**config.mk**
```make
export PLATFORM = sky130hd
export DESIGN_NAME = ind_addr_port
export DESIGN_NICKNAME = d
export VERILOG_FILES = /design/src/rtl/ind_port_pkg.sv /design/src/rtl/ind_route_dec.sv /design/src/rtl/ind_ptr_reg.sv /design/src/rtl/ind_link_mux.sv /design/src/rtl/ind_addr_port.sv
export SDC_FILE = /design/constraint.sdc
export NUM_CORES = 1
export LEC_CHECK = 0
export BUFFER_PORTS_ARGS = -buffer_cell sky130_fd_sc_hd__buf_2
export CAP_MARGIN = 20
export CORE_UTILIZATION = 30
export DETAILED_ROUTE_END_ITERATION = 12
export PLACE_DENSITY = 0.64
export SYNTH_ARGS = -nofsm -noshare
export SYNTH_HDL_FRONTEND = slang
export SYNTH_SLANG_ARGS = --single-unit
```
**constraint.sdc**
```tcl
create_clock -name clk -period 3.5 [get_ports clk]
set_input_delay 0.175 -clock clk [delete_from_list [all_inputs] [get_ports clk]]
set_output_delay 0.175 -clock clk [all_outputs]
set_load 0.02 [all_outputs]
```
**src/rtl/ind_port_pkg.sv**
```systemverilog
package ind_port_pkg;
  typedef enum logic [1:0] {
    ROUTE_FWD  = 2'd0,
    ROUTE_NULL = 2'd1,
    ROUTE_PTR  = 2'd2
  } route_e;
endpackage

```
**src/rtl/ind_route_dec.sv**
```systemverilog
module ind_route_dec
  import ind_port_pkg::*;
#(
  parameter int W        = 8,
  parameter int IND_ADDR = 0,
  parameter int PTR_ADDR = 4
) (
  input  logic [W-1:0] addr,
  input  logic [W-1:0] ptr,
  output route_e       route,
  output logic         is_ind
);
  localparam logic [W-1:0] IND_A = W'(IND_ADDR);
  localparam logic [W-1:0] PTR_A = W'(PTR_ADDR);

  always_comb begin
    is_ind = (addr == IND_A);
    route  = ROUTE_FWD;
    if (is_ind) begin
      if (ptr == IND_A)      route = ROUTE_NULL;
      else if (ptr == PTR_A) route = ROUTE_PTR;
    end else if (addr == PTR_A) begin
      route = ROUTE_PTR;
    end
  end
endmodule

```
**src/rtl/ind_ptr_reg.sv**
```systemverilog
module ind_ptr_reg #(
  parameter int W = 8
) (
  input  logic         clk,
  input  logic         rst_n,
  input  logic         wr_en,
  input  logic [W-1:0] wdata,
  output logic [W-1:0] q
);
  always_ff @(posedge clk) begin
    if (!rst_n)     q <= '0;
    else if (wr_en) q <= wdata;
  end

  // pointer moves only on its write strobe
  assert_ptr_hold_R6: assert property (@(posedge clk) disable iff (!rst_n)
    !wr_en |=> $stable(q));
  assert_ptr_load_R3: assert property (@(posedge clk) disable iff (!rst_n)
    wr_en |=> q == $past(wdata));
endmodule

```
**src/rtl/ind_link_mux.sv**
```systemverilog
module ind_link_mux
  import ind_port_pkg::*;
#(
  parameter int W       = 8,
  parameter bit BANK_EN = 1'b1
) (
  input  logic         clk,
  input  logic         rst_n,
  input  route_e       route,
  input  logic         is_ind,
  input  logic [W-1:0] ptr,
  input  logic         bank,
  input  logic         cpu_valid,
  input  logic [W-1:0] cpu_addr,
  input  logic         cpu_we,
  input  logic [W-1:0] cpu_wdata,
  output logic         cpu_ready,
  output logic [W-1:0] cpu_rdata,
  output logic         ptr_wr,
  output logic         rf_valid,
  output logic [W:0]   rf_addr,
  output logic         rf_we,
  output logic [W-1:0] rf_wdata,
  input  logic         rf_ready,
  input  logic [W-1:0] rf_rdata
);
  logic hi_bit;

  generate
    if (BANK_EN) begin : g_bank
      assign hi_bit = bank;
    end else begin : g_nobank
      assign hi_bit = 1'b0;
    end
  endgenerate

  always_comb begin
    rf_valid  = 1'b0;
    rf_we     = 1'b0;
    rf_wdata  = cpu_wdata;
    rf_addr   = is_ind ? {hi_bit, ptr} : {1'b0, cpu_addr};
    cpu_ready = 1'b1;
    cpu_rdata = '0;
    ptr_wr    = 1'b0;
    unique case (route)
      ROUTE_FWD: begin
        rf_valid  = cpu_valid;
        rf_we     = cpu_we;
        cpu_ready = rf_ready;
        cpu_rdata = rf_rdata;
      end
      ROUTE_PTR: begin
        cpu_rdata = ptr;
        ptr_wr    = cpu_valid & cpu_we;
      end
      default: begin
        cpu_rdata = '0;
      end
    endcase
  end

  // no register-file request without a processor request
  assert_rf_gated_R8: assert property (@(posedge clk) disable iff (!rst_n)
    rf_valid |-> cpu_valid);
  // self-reference never reaches the register file
  assert_null_local_R5: assert property (@(posedge clk) disable iff (!rst_n)
    (cpu_valid && route == ROUTE_NULL) |-> (!rf_valid && cpu_ready && cpu_rdata == '0));
  // bank bit in the window address
  assert_bank_bit_R7: assert property (@(posedge clk) disable iff (!rst_n)
    (rf_valid && is_ind) |-> (rf_addr[W] == (BANK_EN ? bank : 1'b0)));
endmodule

```
**src/rtl/ind_addr_port.sv**
```systemverilog
module ind_addr_port
  import ind_port_pkg::*;
#(
  parameter int W        = 8,
  parameter int IND_ADDR = 0,
  parameter int PTR_ADDR = 4,
  parameter bit BANK_EN  = 1'b1
) (
  input  logic         clk,
  input  logic         rst_n,
  input  logic         cpu_valid,
  output logic         cpu_ready,
  input  logic [7:0]   cpu_addr,
  input  logic         cpu_we,
  input  logic [7:0]   cpu_wdata,
  output logic [7:0]   cpu_rdata,
  input  logic         bank,
  output logic         rf_valid,
  input  logic         rf_ready,
  output logic [8:0]   rf_addr,
  output logic         rf_we,
  output logic [7:0]   rf_wdata,
  input  logic [7:0]   rf_rdata
);
  localparam int EW = W + 1;
  localparam logic [W-1:0] IND_A = W'(IND_ADDR);
  localparam logic [W-1:0] PTR_A = W'(PTR_ADDR);

  route_e         route;
  logic           is_ind;
  logic           ptr_wr;
  logic [W-1:0]   ptr_q;
  logic [EW-1:0]  rf_addr_w;

  ind_route_dec #(.W(W), .IND_ADDR(IND_ADDR), .PTR_ADDR(PTR_ADDR)) u_dec (
    .addr  (cpu_addr),
    .ptr   (ptr_q),
    .route (route),
    .is_ind(is_ind)
  );

  ind_ptr_reg #(.W(W)) u_ptr (
    .clk  (clk),
    .rst_n(rst_n),
    .wr_en(ptr_wr),
    .wdata(cpu_wdata),
    .q    (ptr_q)
  );

  ind_link_mux #(.W(W), .BANK_EN(BANK_EN)) u_mux (
    .clk      (clk),
    .rst_n    (rst_n),
    .route    (route),
    .is_ind   (is_ind),
    .ptr      (ptr_q),
    .bank     (bank),
    .cpu_valid(cpu_valid),
    .cpu_addr (cpu_addr),
    .cpu_we   (cpu_we),
    .cpu_wdata(cpu_wdata),
    .cpu_ready(cpu_ready),
    .cpu_rdata(cpu_rdata),
    .ptr_wr   (ptr_wr),
    .rf_valid (rf_valid),
    .rf_addr  (rf_addr_w),
    .rf_we    (rf_we),
    .rf_wdata (rf_wdata),
    .rf_ready (rf_ready),
    .rf_rdata (rf_rdata)
  );

  assign rf_addr = rf_addr_w;

  // plain addresses pass straight through
  assert_direct_pass_R2: assert property (@(posedge clk) disable iff (!rst_n)
    (cpu_valid && cpu_addr != IND_A && cpu_addr != PTR_A) |->
      (rf_valid && rf_addr == {1'b0, cpu_addr} && rf_we == cpu_we && cpu_ready == rf_ready));
  // pointer address is served locally
  assert_ptr_local_R3: assert property (@(posedge clk) disable iff (!rst_n)
    (cpu_valid && cpu_addr == PTR_A) |-> (cpu_ready && !rf_valid));
  // window aimed at the pointer reaches the pointer
  assert_self_ptr_R9: assert property (@(posedge clk) disable iff (!rst_n)
    (cpu_valid && cpu_addr == IND_A && ptr_q == PTR_A) |-> (!rf_valid && cpu_rdata == PTR_A));
endmodule

```
==> results of run 1 <==
==> layer usage <==
metal,vias up,part of all wire [%]
met4,0,0.60
met3,2,7.5
met2,35,44
met5,-,0
li1,359,-
met1,306,47
==> path summary, 6_finish.rpt <==
kind / startpoint / end / cells past startpoint
max: u_ptr.q[7] / cpu_rdata[7] / 5
min: cpu_wdata[6] / u_ptr.q[6] / 3
max reg2reg: u_ptr.q[7] / u_ptr.q[5] / 4
min reg2reg: u_ptr.q[6] / u_ptr.q[6] / 2
==> worst max-delay path, delay by kind of cell, from the launching register on <==
| family | cells | cell delay [ps] |
|---|---|---|
| simple gates | 2 | 690 |
| flops | 1 | 340 |
| compound gates | 2 | 400 |
| buf+inv | 1 | 150 |
==> layout make-up <==
class	instances	share of cell area, %
Sequential cell	8	18.1
Clock buffer	3	2.54
Tap cell	27	3.81
Multi-Input combinational cell	57	43.4
Timing Repair Buffer	57	32.2
==> power groups by stage <==
stage / Clock, mW / Sequential (mW) / Combinational (mW)
after floorplan: 0 / 0.0932 / 0.0465
after global placement: 0 / 0.0932 / 0.0735
after detailed placement: 0 / 0.0932 / 0.0739
after CTS: 0.0707 / 0.0913 / 0.0741
after global routing: 0.0745 / 0.0912 / 0.0803
final: 0.0689 / 0.0913 / 0.0734
==> through the flow <==
step           util (%)  cells  power (mW)  worst slack (ps)
3_5_place_dp       44.5    149       0.167              1710
4_1_cts            45.6    152       0.236              1490
2_1_floorplan         -     76       0.140              1950
6_report           45.6    152       0.234              1500
5_1_grt            45.6    152       0.246              1300
3_3_place_gp       44.5    149       0.167              1670
==> layout by cell type, fill, tap and decap left out <==
master / count
buf_2: 57
nand2_1: 19
mux2i_1: 8
dfxtp_1: 8
a21o_1: 7
a22o_1: 6
and2_1: 4
clkbuf_4: 3
nor3_1: 2
nor2_1: 2
a21o_2: 2
nor4_1: 1
nor4_2: 1
a31oi_1: 1
a22o_2: 1
a32o_1: 1
nand2b_1: 1
nor3_4: 1
==> logic make-up (layout without fill, tap and decap cells) <==
group	Yosys count	in the layout	share of synthesized area, %
AOI/OAI and AO/OA	18	18	24.2
buffers and inverters	11	60	11.6
muxes	8	8	13.0
DFF	8	8	26.0
and+or+nand+nor	31	31	25.2
==> metrics.md, run 1 <==
| Metric | Value |
|---|---|
| Largest registers | u_ptr.q (8) |
| Grt ovf | 0 |
| Area grow syn2layout | 43.9% |
| Sequential share of the synthesized area | 26.0% |
| WP data required | 3320 ps |
| YS warnings | 0 |
| Core Region | 1940 um2 |
| First-pass GRT wire length | 2.48 mm |
| Post-route cell area | between 800 and 900 um2 |
| GRT Util Overall | about 16% |
| CP Capture Type | output port |
| Most flops, register | u_ptr.q |
| Syn_nets | 106 |
| Max-cap violations | 0 |
| Worst path cell trace | nor4_2 > a31oi_1 > nor2_1 > a22o_2 > buf_2 |
| Initial antenna violation count | 0 |
| Main synth FF type | dfxtp_1 |
| Hold WC Path Type | primary input to register |
| Cell taking the most area after synthesis | dfxtp_1 |
| Number of flip-flops in the largest register | 8 |
| Routed WL | around 1.7 mm |
| RSZ-0062 raised after global routing | no |
| Top cells by count, synth | nand2_1, buf_4, dfxtp_1, mux2i_1, a21o_1 |
| Fillcell total | 216 |
| CTS tree | done |
| Area occupied by multi-input gates | 384 um2 |
| Crit share post-route | 57.2% |
| Port bufs | 57 |
| Post-CTS Setup Bufs | 0 |
| Die width | 47.3 um |
| Clock power share | 29.5% |
| Post-Syn Area per Cell | 8.10 um2 |
| Netlist cell types | 18 |
| FF/Latch Area | around 160 um2 |
| ANT cells | 0 |
| Detailed Place HPWL | around 1.4 mm |
| Cells after Synth | 76 |
| Final net count | 157 |
| Starting Density | between 30% and 40% |
| Setup violations, final | 0 |
| H-tree depth | 1 |
| Hold slack | 174 ps |
| Routed vias/inst | 4.62 |
| Max FO, Critical Path | 7 |
| VDD IR max | about 160 uV |
| Final Hold Viols | 0 |
| Post-synth top area share | 26.0% |
| Pleak | 0.461 nW |
| Met2 usage | 24.9% |
| Pint | 0.162 mW |
| Status | finished, final reports clean |
| Power density over the cells | 264 nW/um2 |
| Ys async rst share | 0% |
| Clock Sinks | 8 |
| CTS hold repair buffers | 0 |
| Vias | approximately 700 |
| Slowest stage delay, CP | 350 ps |
| Largest cells by area after synthesis | dfxtp_1, mux2i_1, nand2_1, buf_4, a21o_1 |
| Vias in the first global route | 561 |
| Sw frac | 30.7% |
| Starting DRT DRC Count | 10 |
| Pin count of the biggest net entering global routing | 17 |
| Min Tclk post-route | 2000 ps |
| R2r setup slk | between 1500 and 2000 ps |
| CTS clk-pin slew, worst paths | 50 ps |
| Most numerous cell in the Yosys netlist | nand2_1 |
| Slew headroom | about two thirds |
| Share of cells above drive strength 1 | 52.0% |
| TNS Setup | 0 ps |
| Gr busiest metal | met2 |
| Met3 GRT Util | 2.31% |
| Critical Setup Path Class | register to output port |
| Average routed wire per standard cell | 11.0 um |
| Critical-path top delay cell | nor2_1 |
| Clk root buf | clkbuf_4 |
| Clock skew | 4.17 ps |
| Slew Limit Fails | 0 |
| Setup crit start kind | register |
| Post-Syn Area | roughly 620 um2 |
| Antenna Nets Post-Route | 0 |
| CTS Buf Count | 3 |
| Die area | about 2200 um2 |
| Clk_lat worst skew | around 250 ps |
| Post-cts repair resize count | 0 |
| WP data arrival | 1830 ps |
| Cell Area, Placed | 863 um2 |
| Io pins | 58 |
| Pre-antenna DRT Iters | 5 |
| Routability Congestion | 0.665 |
| Grt met1 use | 21.6% |
| Flop and latch count out of synthesis | 8 |
| DRC violations left | 0 |
| Achievable Freq | between 400 and 500 MHz |
| Clock buffer depth | 2 |
| Flop pwr share | 39.1% |
| Die height | 47.3 um |
| EDFF count, synth | 0 |
| # rows | 16 |
| Gate power share | a little under a third |
| NetSw | 0.0716 mW |
| Worst slew pin tran | roughly 510 ps |
Power figures use the tool's default switching activity.
==> run 2: changes to the inputs <==
PLACE_DENSITY = 0.66   (was 0.64)
clock period = 1.77 ns   (was 3.5 ns; I/O delays follow)
==> run 2 against run 1 <==
Net effect: hold slack got worse by 89 ps; total power increased by 110%; the flow now finishes with violations (negative setup slack); count of clock-buffer cells in the layout is the same; clock skew up 0.63 ps; clock power up 100%; non-clock buffer count rose by 3; routed wire length rose by 12%.
==> metrics.md, run 2 (synthesized netlist as in run 1, its figures left out) <==
| Metric | Value |
|---|---|
| CTS clk-pin slew, worst paths | 60 ps |
| Number of flip-flops in the largest register | 8 |
| Grt ovf | 0 |
| Slew headroom | 73.8% |
| GRT Util Overall | roughly 17% |
| Largest registers | u_ptr.q (8) |
| Most frequent cells in the layout | buf_2, nand2_1, mux2i_1 |
| Hold slack | 84.8 ps |
| Clock buffer depth | 2 |
| Commonest non-fill, non-tap cell in the layout | buf_2 |
| R2R Path End | u_ptr.q[4] |
| Pleak | around 0.51 nW |
| CP Capture Type | output port |
| Most flops, register | u_ptr.q |
| CP Buf/Inv Count | 1 |
| Average routed wire per standard cell | 12.0 um |
| Worst reg-to-reg path cell count | 5 |
| Share of cells above drive strength 1 | roughly three fifths |
| Fillcell total | 194 |
| Clk root buf | clkbuf_4 |
| DRC violations left | 0 |
| Failing checks | negative setup slack |
| M1 WL | 826 um |
| Power density over the cells | 474 nW/um2 |
| Routed WL | 1.88 mm |
| Clock Sinks | 8 |
| Max FO, Critical Path | 6 |
| Core Region | 1940 um2 |
| Min Tclk post-route | 1780 ps |
| Vias | 725 |
| Worst slew pin tran | between 300 and 400 ps |
| Pin count of the biggest net entering global routing | 17 |
| Met2 routed WL | 911 um |
| Routability Congestion | a little under 0.7 |
| Top Metal Used | met4 |
| CTS tree | done |
| Hold Path Sink | u_ptr.q[4] |
| Util after Layout | 52.5% |
| Min-Delay Startpoint | cpu_wdata[4] |
| FF/Latch Area | 165 um2 |
| Die height | roughly 47 um |
| Final Hold Viols | 0 |
| Vias in the first global route | ~610 |
| VDD IR max | 311 uV |
| Crit share post-route | 101% |
| RSZ-0062 raised after global routing | yes |
| Die width | ~47 um |
| Pre-antenna DRT Iters | 4 |
| TNS Setup | -14.0 ps |
| Io pins | 58 |
| Setup violations, final | 2 |
| Routed vias/inst | 4.65 |
| Detailed Place HPWL | between 1 and 1.5 mm |
| Starting Density | a little under a third |
| First-pass GRT wire length | 2.59 mm |
| Status | finished with violations |
| WP data arrival | around 1700 ps |
| Clock skew | 4.81 ps |
| R2r setup slk | 230 ps |
| Area occupied by multi-input gates | around 450 um2 |
| RR Startpoint | u_ptr.q[7] |
| Clk_lat worst skew | 250 ps |
| Antenna Nets Post-Route | 0 |
| Metal3 WL | about 120 um |
| Final net count | 161 |
| H-tree depth | 1 |
| Crit path max-delay family | compound AO/OA/AOI/OAI gates |
| Max-cap violations | 0 |
| Hold Path Stages | 3 |
| Port bufs | 57 |
| Achievable Freq | 561 MHz |
| CTS Buf Count | 3 |
| Die area | ~2200 um2 |
| Setup crit start kind | register |
| Hold WC Path Type | primary input to register |
| Worst path cell trace | nor4_4 > a21o_2 > nand2_4 > a22o_4 > buf_6 |
| WP data required | roughly 1700 ps |
| Critical Setup Path Class | register to output port |
| # rows | 16 |
| Final WS setup | -13.1 ps |
| Initial antenna violation count | 0 |
| Area grow syn2layout | 65.7% |
| Starting DRT DRC Count | 7 |
| Slowest stage delay, CP | 360 ps |
| Critical-path top delay cell | dfxtp_4 |
| ANT cells | 0 |
| Slew Limit Fails | 0 |
==> run 2: cell count changes in the layout (fill, tap and decap cells not counted), sizes merged <==
cell / before / now
buf: 57 / 60
nand2: 19 / 20
==> run 2: worst max-delay path by stage <==
| stage | slack, ps | start | depth (start not counted) | end |
|---|---|---|---|---|
| 2_1_floorplan | 290 | u_ptr.q[7] | 4 | u_ptr.q[0] |
| 3_3_place_gp | 180 | u_ptr.q[7] | 5 | cpu_rdata[7] |
| 3_5_place_dp | 130 | u_ptr.q[7] | 5 | cpu_rdata[7] |
| 4_1_cts | 1 | u_ptr.q[6] | 5 | cpu_rdata[7] |
| 5_1_grt | -70 | u_ptr.q[7] | 5 | cpu_rdata[7] |
| 6_report | -10 | u_ptr.q[7] | 5 | cpu_rdata[7] |
==> run 2: final cells by class <==
| class | instances | share of cell area, % |
|---|---|---|
| Multi-Input combinational cell | 58 | 43.8 |
| Timing Repair Buffer | 60 | 34.5 |
| Tap cell | 27 | 3.31 |
| Sequential cell | 8 | 16.2 |
| Clock buffer | 3 | 2.21 |
==> run 2: per-stage QoR <==
| stage | worst slack [ps] | power, mW | cells | area (um2) |
|---|---|---|---|---|
| after floorplan | 293 | 0.276 | 76 | 616 |
| after global placement | 183 | 0.330 | 151 | 878 |
| after detailed placement | 133 | 0.331 | 151 | 878 |
| after CTS | 1.15 | 0.476 | 154 | 922 |
| after global routing | -70.6 | 0.508 | 156 | 1020 |
| final | -13.1 | 0.483 | 156 | 1020 |
==> run 2: repair_timing <==
item	4_1_cts	5_1_grt
buffers inserted	0	1
endpoints found under the setup margin	8	8
gates resized for setup	5	22
pin swaps	3	10
hold buffers	0	0
gates cloned	0	1
==> run 2: per-layer routing <==
metal / vias to the layer above / GRT usage, %
li1: 370 / -
met4: 0 / 8.57
met3: 4 / 2.31
met2: 37 / 28.2
met1: 314 / 20.4
met5: - / 0
==> run 2: report_power, final <==
group	internal (mW)	total, mW	switching, mW
combinational	0.0760	0.163	0.0872
clock	0.0777	0.141	0.0630
sequential	0.179	0.179	0.000193
==> run 2: worst reg2reg max path, stage by stage (launching register included) <==
cell	delay, ps
dfxtp_4	360
nor4_4	360
a31oi_4	170
nor3_4	170
buf_4	210
mux2i_1	190
